==> src/rtl/fwd_hazard_pkg.sv <==
package fwd_hazard_pkg;

    typedef enum logic [1:0] {
        FWD_RF    = 2'b00,
        FWD_MEMWB = 2'b01,
        FWD_EXMEM = 2'b10
    } fwd_sel_e;

    // Younger producer (execute at decode time) has priority.
    function automatic fwd_sel_e fwd_pick(input logic hit_ex, input logic hit_mem);
        if (hit_ex)       return FWD_EXMEM;
        else if (hit_mem) return FWD_MEMWB;
        else              return FWD_RF;
    endfunction

endpackage

==> src/rtl/fwd_src_match.sv <==
module fwd_src_match #(
    parameter int REG_ADDR_W = 5
) (
    input  logic [REG_ADDR_W-1:0] src,
    input  logic [REG_ADDR_W-1:0] ex_rd,
    input  logic                  ex_wen,
    input  logic [REG_ADDR_W-1:0] mem_rd,
    input  logic                  mem_wen,
    output logic                  hit_ex,
    output logic                  hit_mem
);
    localparam logic [REG_ADDR_W-1:0] ZERO_REG = '0;

    always_comb begin
        hit_ex  = ex_wen  && (ex_rd  != ZERO_REG) && (ex_rd  == src);
        hit_mem = mem_wen && (mem_rd != ZERO_REG) && (mem_rd == src);
    end
endmodule

==> src/rtl/hz_stall_detect.sv <==
module hz_stall_detect #(
    parameter int N_SRC      = 2,
    parameter bit FORWARD_EN = 1'b1
) (
    input  logic [N_SRC-1:0] hit_ex,
    input  logic [N_SRC-1:0] hit_mem,
    input  logic             ex_load,
    output logic             stall
);
    localparam logic NO_BYPASS = !FORWARD_EN;

    logic [N_SRC-1:0] must_wait;

    // Bypass variant: only a load one ahead cannot be covered.
    // No-bypass variant: any producer not yet in writeback blocks decode.
    always_comb begin
        for (int i = 0; i < N_SRC; i++) begin
            must_wait[i] = (hit_ex[i] && (ex_load || NO_BYPASS)) ||
                           (hit_mem[i] && NO_BYPASS);
        end
        stall = |must_wait;
    end
endmodule

==> src/rtl/fwd_hazard_unit.sv <==
module fwd_hazard_unit
    import fwd_hazard_pkg::*;
#(
    parameter int REG_ADDR_W = 5,
    parameter bit FORWARD_EN = 1'b1
) (
    input  logic                  clk,
    input  logic                  rst,
    input  logic [REG_ADDR_W-1:0] id_rs_a,
    input  logic [REG_ADDR_W-1:0] id_rs_b,
    input  logic [REG_ADDR_W-1:0] ex_rd,
    input  logic                  ex_wen,
    input  logic                  ex_load,
    input  logic [REG_ADDR_W-1:0] mem_rd,
    input  logic                  mem_wen,
    output logic [1:0]            fwd_a,
    output logic [1:0]            fwd_b,
    output logic                  pc_hold,
    output logic                  ifid_hold,
    output logic                  idex_bubble
);
    localparam int N_SRC = 2;

    logic [N_SRC-1:0][REG_ADDR_W-1:0] srcs;
    logic [N_SRC-1:0]                 hit_ex;
    logic [N_SRC-1:0]                 hit_mem;
    logic                             stall;
    fwd_sel_e                         sel_d [N_SRC];
    fwd_sel_e                         sel_q [N_SRC];

    assign srcs = {id_rs_b, id_rs_a};

    for (genvar i = 0; i < N_SRC; i++) begin : g_src
        fwd_src_match #(.REG_ADDR_W(REG_ADDR_W)) u_match (
            .src     (srcs[i]),
            .ex_rd   (ex_rd),
            .ex_wen  (ex_wen),
            .mem_rd  (mem_rd),
            .mem_wen (mem_wen),
            .hit_ex  (hit_ex[i]),
            .hit_mem (hit_mem[i])
        );

        if (FORWARD_EN) begin : g_bypass
            assign sel_d[i] = stall ? FWD_RF : fwd_pick(hit_ex[i], hit_mem[i]);
        end else begin : g_nobypass
            assign sel_d[i] = FWD_RF;
        end

        always_ff @(posedge clk) begin
            if (rst) sel_q[i] <= FWD_RF;
            else     sel_q[i] <= sel_d[i];
        end
    end

    hz_stall_detect #(.N_SRC(N_SRC), .FORWARD_EN(FORWARD_EN)) u_stall (
        .hit_ex  (hit_ex),
        .hit_mem (hit_mem),
        .ex_load (ex_load),
        .stall   (stall)
    );

    assign fwd_a       = sel_q[0];
    assign fwd_b       = sel_q[1];
    assign pc_hold     = stall;
    assign ifid_hold   = stall;
    assign idex_bubble = stall;
endmodule

==> config.mk <==
export PLATFORM = sky130hd
export DESIGN_NAME = fwd_hazard_unit
export DESIGN_NICKNAME = d
export VERILOG_FILES = /design/src/rtl/fwd_hazard_pkg.sv /design/src/rtl/fwd_src_match.sv /design/src/rtl/hz_stall_detect.sv /design/src/rtl/fwd_hazard_unit.sv
export SDC_FILE = /design/constraint.sdc
export NUM_CORES = 1
export LEC_CHECK = 0
export BUFFER_PORTS_ARGS = -buffer_cell sky130_fd_sc_hd__buf_2
export CAP_MARGIN = 15
export CORE_AREA = 2 2 39 41
export CTS_BUF_LIST = sky130_fd_sc_hd__clkbuf_4
export DETAILED_ROUTE_END_ITERATION = 8
export DIE_AREA = 0 0 41 43
export PLACE_DENSITY = 0.68
export SYNTH_ARGS = -nofsm -noshare
export SYNTH_HDL_FRONTEND = slang
export SYNTH_HIERARCHICAL = 1
export SYNTH_SLANG_ARGS = --single-unit
==> constraint.sdc <==
create_clock -name clk -period 1.15 [get_ports clk]
set_input_delay 0.115 -clock clk [delete_from_list [all_inputs] [get_ports clk]]
set_output_delay 0.115 -clock clk [all_outputs]
set_load 0.005 [all_outputs]
==> flow_metrics.py <==
metrics = {
    "placement": {
        "placed_cell_area_um2": 691,
        "gp_congestion": 0.660,
        "io_buffers": 31,
        "dp_cells": 108,
        "hpwl_um": 997,
    },
    "hold_path": {
        "min_from": "rst",
        "worstHoldPathType": "in2reg",
        "hold_path_end": "sel_q[0][0]",
        "min_path_cells": 2,
    },
    "power": {
        "power_density_nw_per_um2": 617,
        "switching_share_pct": 28.0,
        "p_clk_share_pct": 30.8,
        "p_comb_share_pct": 43.0,
        "intPower_w": 0.000387,
        "peakVddDrop_mv": 0.275,
        "seqPwrFrac_pct": 26.2,
        "power.leakage_nw": 0.383,
        "p_sw_w": 0.000150,
    },
    "clock_tree": {
        "root_buffer": "clkbuf_4",
        "cts_buffer_depth": 2,
        "cts_tree": "yes",
        "path_clk_slew_ps": 30,
        "cts-buffers-inserted": 3,
        "htree_num_levels": 1,
        "ctsHoldBuffers": 0,
        "clock-sinks": 4,
    },
    "synth": {
        "ys_seq_elements": 4,
        "synthCells": 51,
        "syn-num-nets": 76,
        "yosysWarnings": 6,
        "synth_cell_types": 17,
        "ys_seq_area_share_pct": 19.0,
        "avgSynthCellArea_um2": 8.24,
        "syn_area_um2": 420,
    },
    "setup_path": {
        "cp_max_fo": 5,
        "crit_chain": "buf_8, nor4_4, o21ai_1, and4_1, o21a_4, buf_6",
        "endpoint_kind": "output pin",
        "start_kind": "input pin",
        "path_class": "in2out",
        "max_stage_delay_ps": 250,
        "slowest_stage": "nor4_4",
        "arrival_ps": 1080,
        "required_ps": 1030,
    },
    "drt": {
        "drt-initial-drc-count": 20,
        "vias": 531,
        "viasPerCell": 4.66,
        "drc": 0,
        "ant_nets": 0,
        "wirelength_um": 1350,
        "dr.pass1.iters": 4,
        "post_drt_wl_per_cell_um": 11.9,
    },
    "global_route": {
        "track_usage_pct": 17.4,
        "grt_max_degree": 6,
        "grt_pass1_vias": 479,
        "overflow": 0,
        "grt_antenna_before_repair": 0,
        "grt_pass1_wl_um": 2050,
    },
    "layout": {
        "mostFrequentLayoutCell": "buf_2",
        "regMostFlops": "sel_q",
        "final_cell_mix": "buf_2 (22), buf_4 (16), xnor2_1 (10), nand2_1 (6), buf_6 (5)",
        "instances_no_fill": 114,
        "largest_reg_flops": 4,
        "biggestRegsByFlops": "sel_q: 4 flops",
        "utilization_pct": 62.9,
        "area_growth_pct": 107,
        "drive_above_1_share_pct": 61.2,
        "design_area_um2": 871,
        "num_antenna_cells": 0,
        "final_net_count": 125,
    },
    "sta": {
        "fin_crit_ps": 1190,
        "setup_viol": 5,
        "rsz0062_at_grt": "yes",
        "fin_setup_tns_ps": -175,
        "hold_viol": 0,
        "slew_headroom_pct": 81.5,
        "worst_slew_pin_slew_ps": 274,
        "slew_viol_final": 0,
        "finalCritPeriodShare_pct": 104,
        "fin_ws_ps": -44.7,
        "fmax_mhz": 837,
    },
    "floorplanning": {
        "rows": 14,
        "die_h_um": 43,
        "floorplan.initialDensity_pct": 30.4,
        "core_um2": 1380,
        "io_pins": 32,
        "die_w_um": 41,
        "die-area_um2": 1760,
    },
    "run_status": {
        "violations": "setup timing",
        "status": "finished with violations",
    },
    "job": {
        "maxCapViolations": 0,
    },
}
[cell usage after synthesis, drive strengths merged]
| master | number | area share, % |
|---|---|---|
| buf | 2 | 3.6 |
| nor4 | 2 | 3.0 |
| o21ai | 2 | 2.4 |
| o21a | 1 | 1.8 |
| o41ai | 2 | 4.2 |
| xor2 | 6 | 12 |
| nor4b | 2 | 4.2 |
| or2 | 2 | 3.0 |
| dfxtp | 4 | 19 |
| nor2 | 2 | 1.8 |
| a211oi | 2 | 3.6 |
| xnor2 | 10 | 21 |
| nor3 | 2 | 4.8 |
| nand2 | 6 | 5.4 |
| and4 | 2 | 4.2 |
| nand3 | 2 | 2.4 |
| nor3b | 2 | 3.6 |
[logic make-up after synthesis]
family,after synthesis,share of synthesized area (%)
XOR/XNOR,16,33.3
AO/OA/AOI/OAI,7,11.9
AND/OR/NAND/NOR,22,32.1
buffers and inverters,2,3.57
flip-flops,4,19.0
[area by class of cell]
type | instances | area [um^2]
fill | 119 | 513
tap | 16 | 20.0
multi-input combinational | 45 | 412
timing repair buffer | 46 | 337
sequential | 4 | 80.1
clock buffer | 3 | 22.5
[layer usage]
metal	track usage [%]	part of all wire [%]
met1	22.3	43
met2	25.9	50
met3	1.57	5.0
met4	12.0	1.0
met5	0	0
[per-stage QoR]
step	hold slack [ps]	total power, W	setup WS (ps)
floorplan	186	0.000219	-2.10
global placement	341	0.000323	-211
detailed placement	347	0.000327	-237
CTS	116	0.000515	-77.6
global route	152	0.000575	-96.3
finish	149	0.000537	-44.7
[critical path, delay by kind of cell]
| family | cells | cell delay [ps] |
|---|---|---|
| simple gates | 2 | 430 |
| buf+inv | 2 | 230 |
| compound gates | 2 | 320 |
[power by group through the flow]
| stage | combinational [W] | clock (W) | sequential (W) |
|---|---|---|---|
| after floorplan | 0.0000754 | 0 | 0.000143 |
| after global placement | 0.000180 | 0 | 0.000143 |
| after detailed placement | 0.000184 | 0 | 0.000143 |
| after CTS | 0.000202 | 0.000172 | 0.000141 |
| after global routing | 0.000250 | 0.000184 | 0.000141 |
| final | 0.000231 | 0.000166 | 0.000141 |
[timing repair]
item                       4_1_cts  5_1_grt
setup endpoints to repair        3        7
cloned                           0        0
setup buffers                    2        1
gates resized for setup         14       16
pin swaps                        7        7
[worst max path at each step]
| stage | slack [ps] | endpoint | startpoint | cells past startpoint |
|---|---|---|---|---|
| 2_1_floorplan | -2 | sel_q[0][0] | ex_rd[3] | 5 |
| 3_3_place_gp | -210 | sel_q[1][0] | ex_rd[3] | 6 |
| 3_5_place_dp | -240 | sel_q[0][0] | ex_rd[3] | 6 |
| 4_1_cts | -80 | pc_hold | ex_rd[1] | 6 |
| 5_1_grt | -100 | idex_bubble | ex_rd[3] | 6 |
| 6_report | -40 | pc_hold | ex_rd[0] | 6 |
Note: power is estimated with default switching activity, not from simulation.
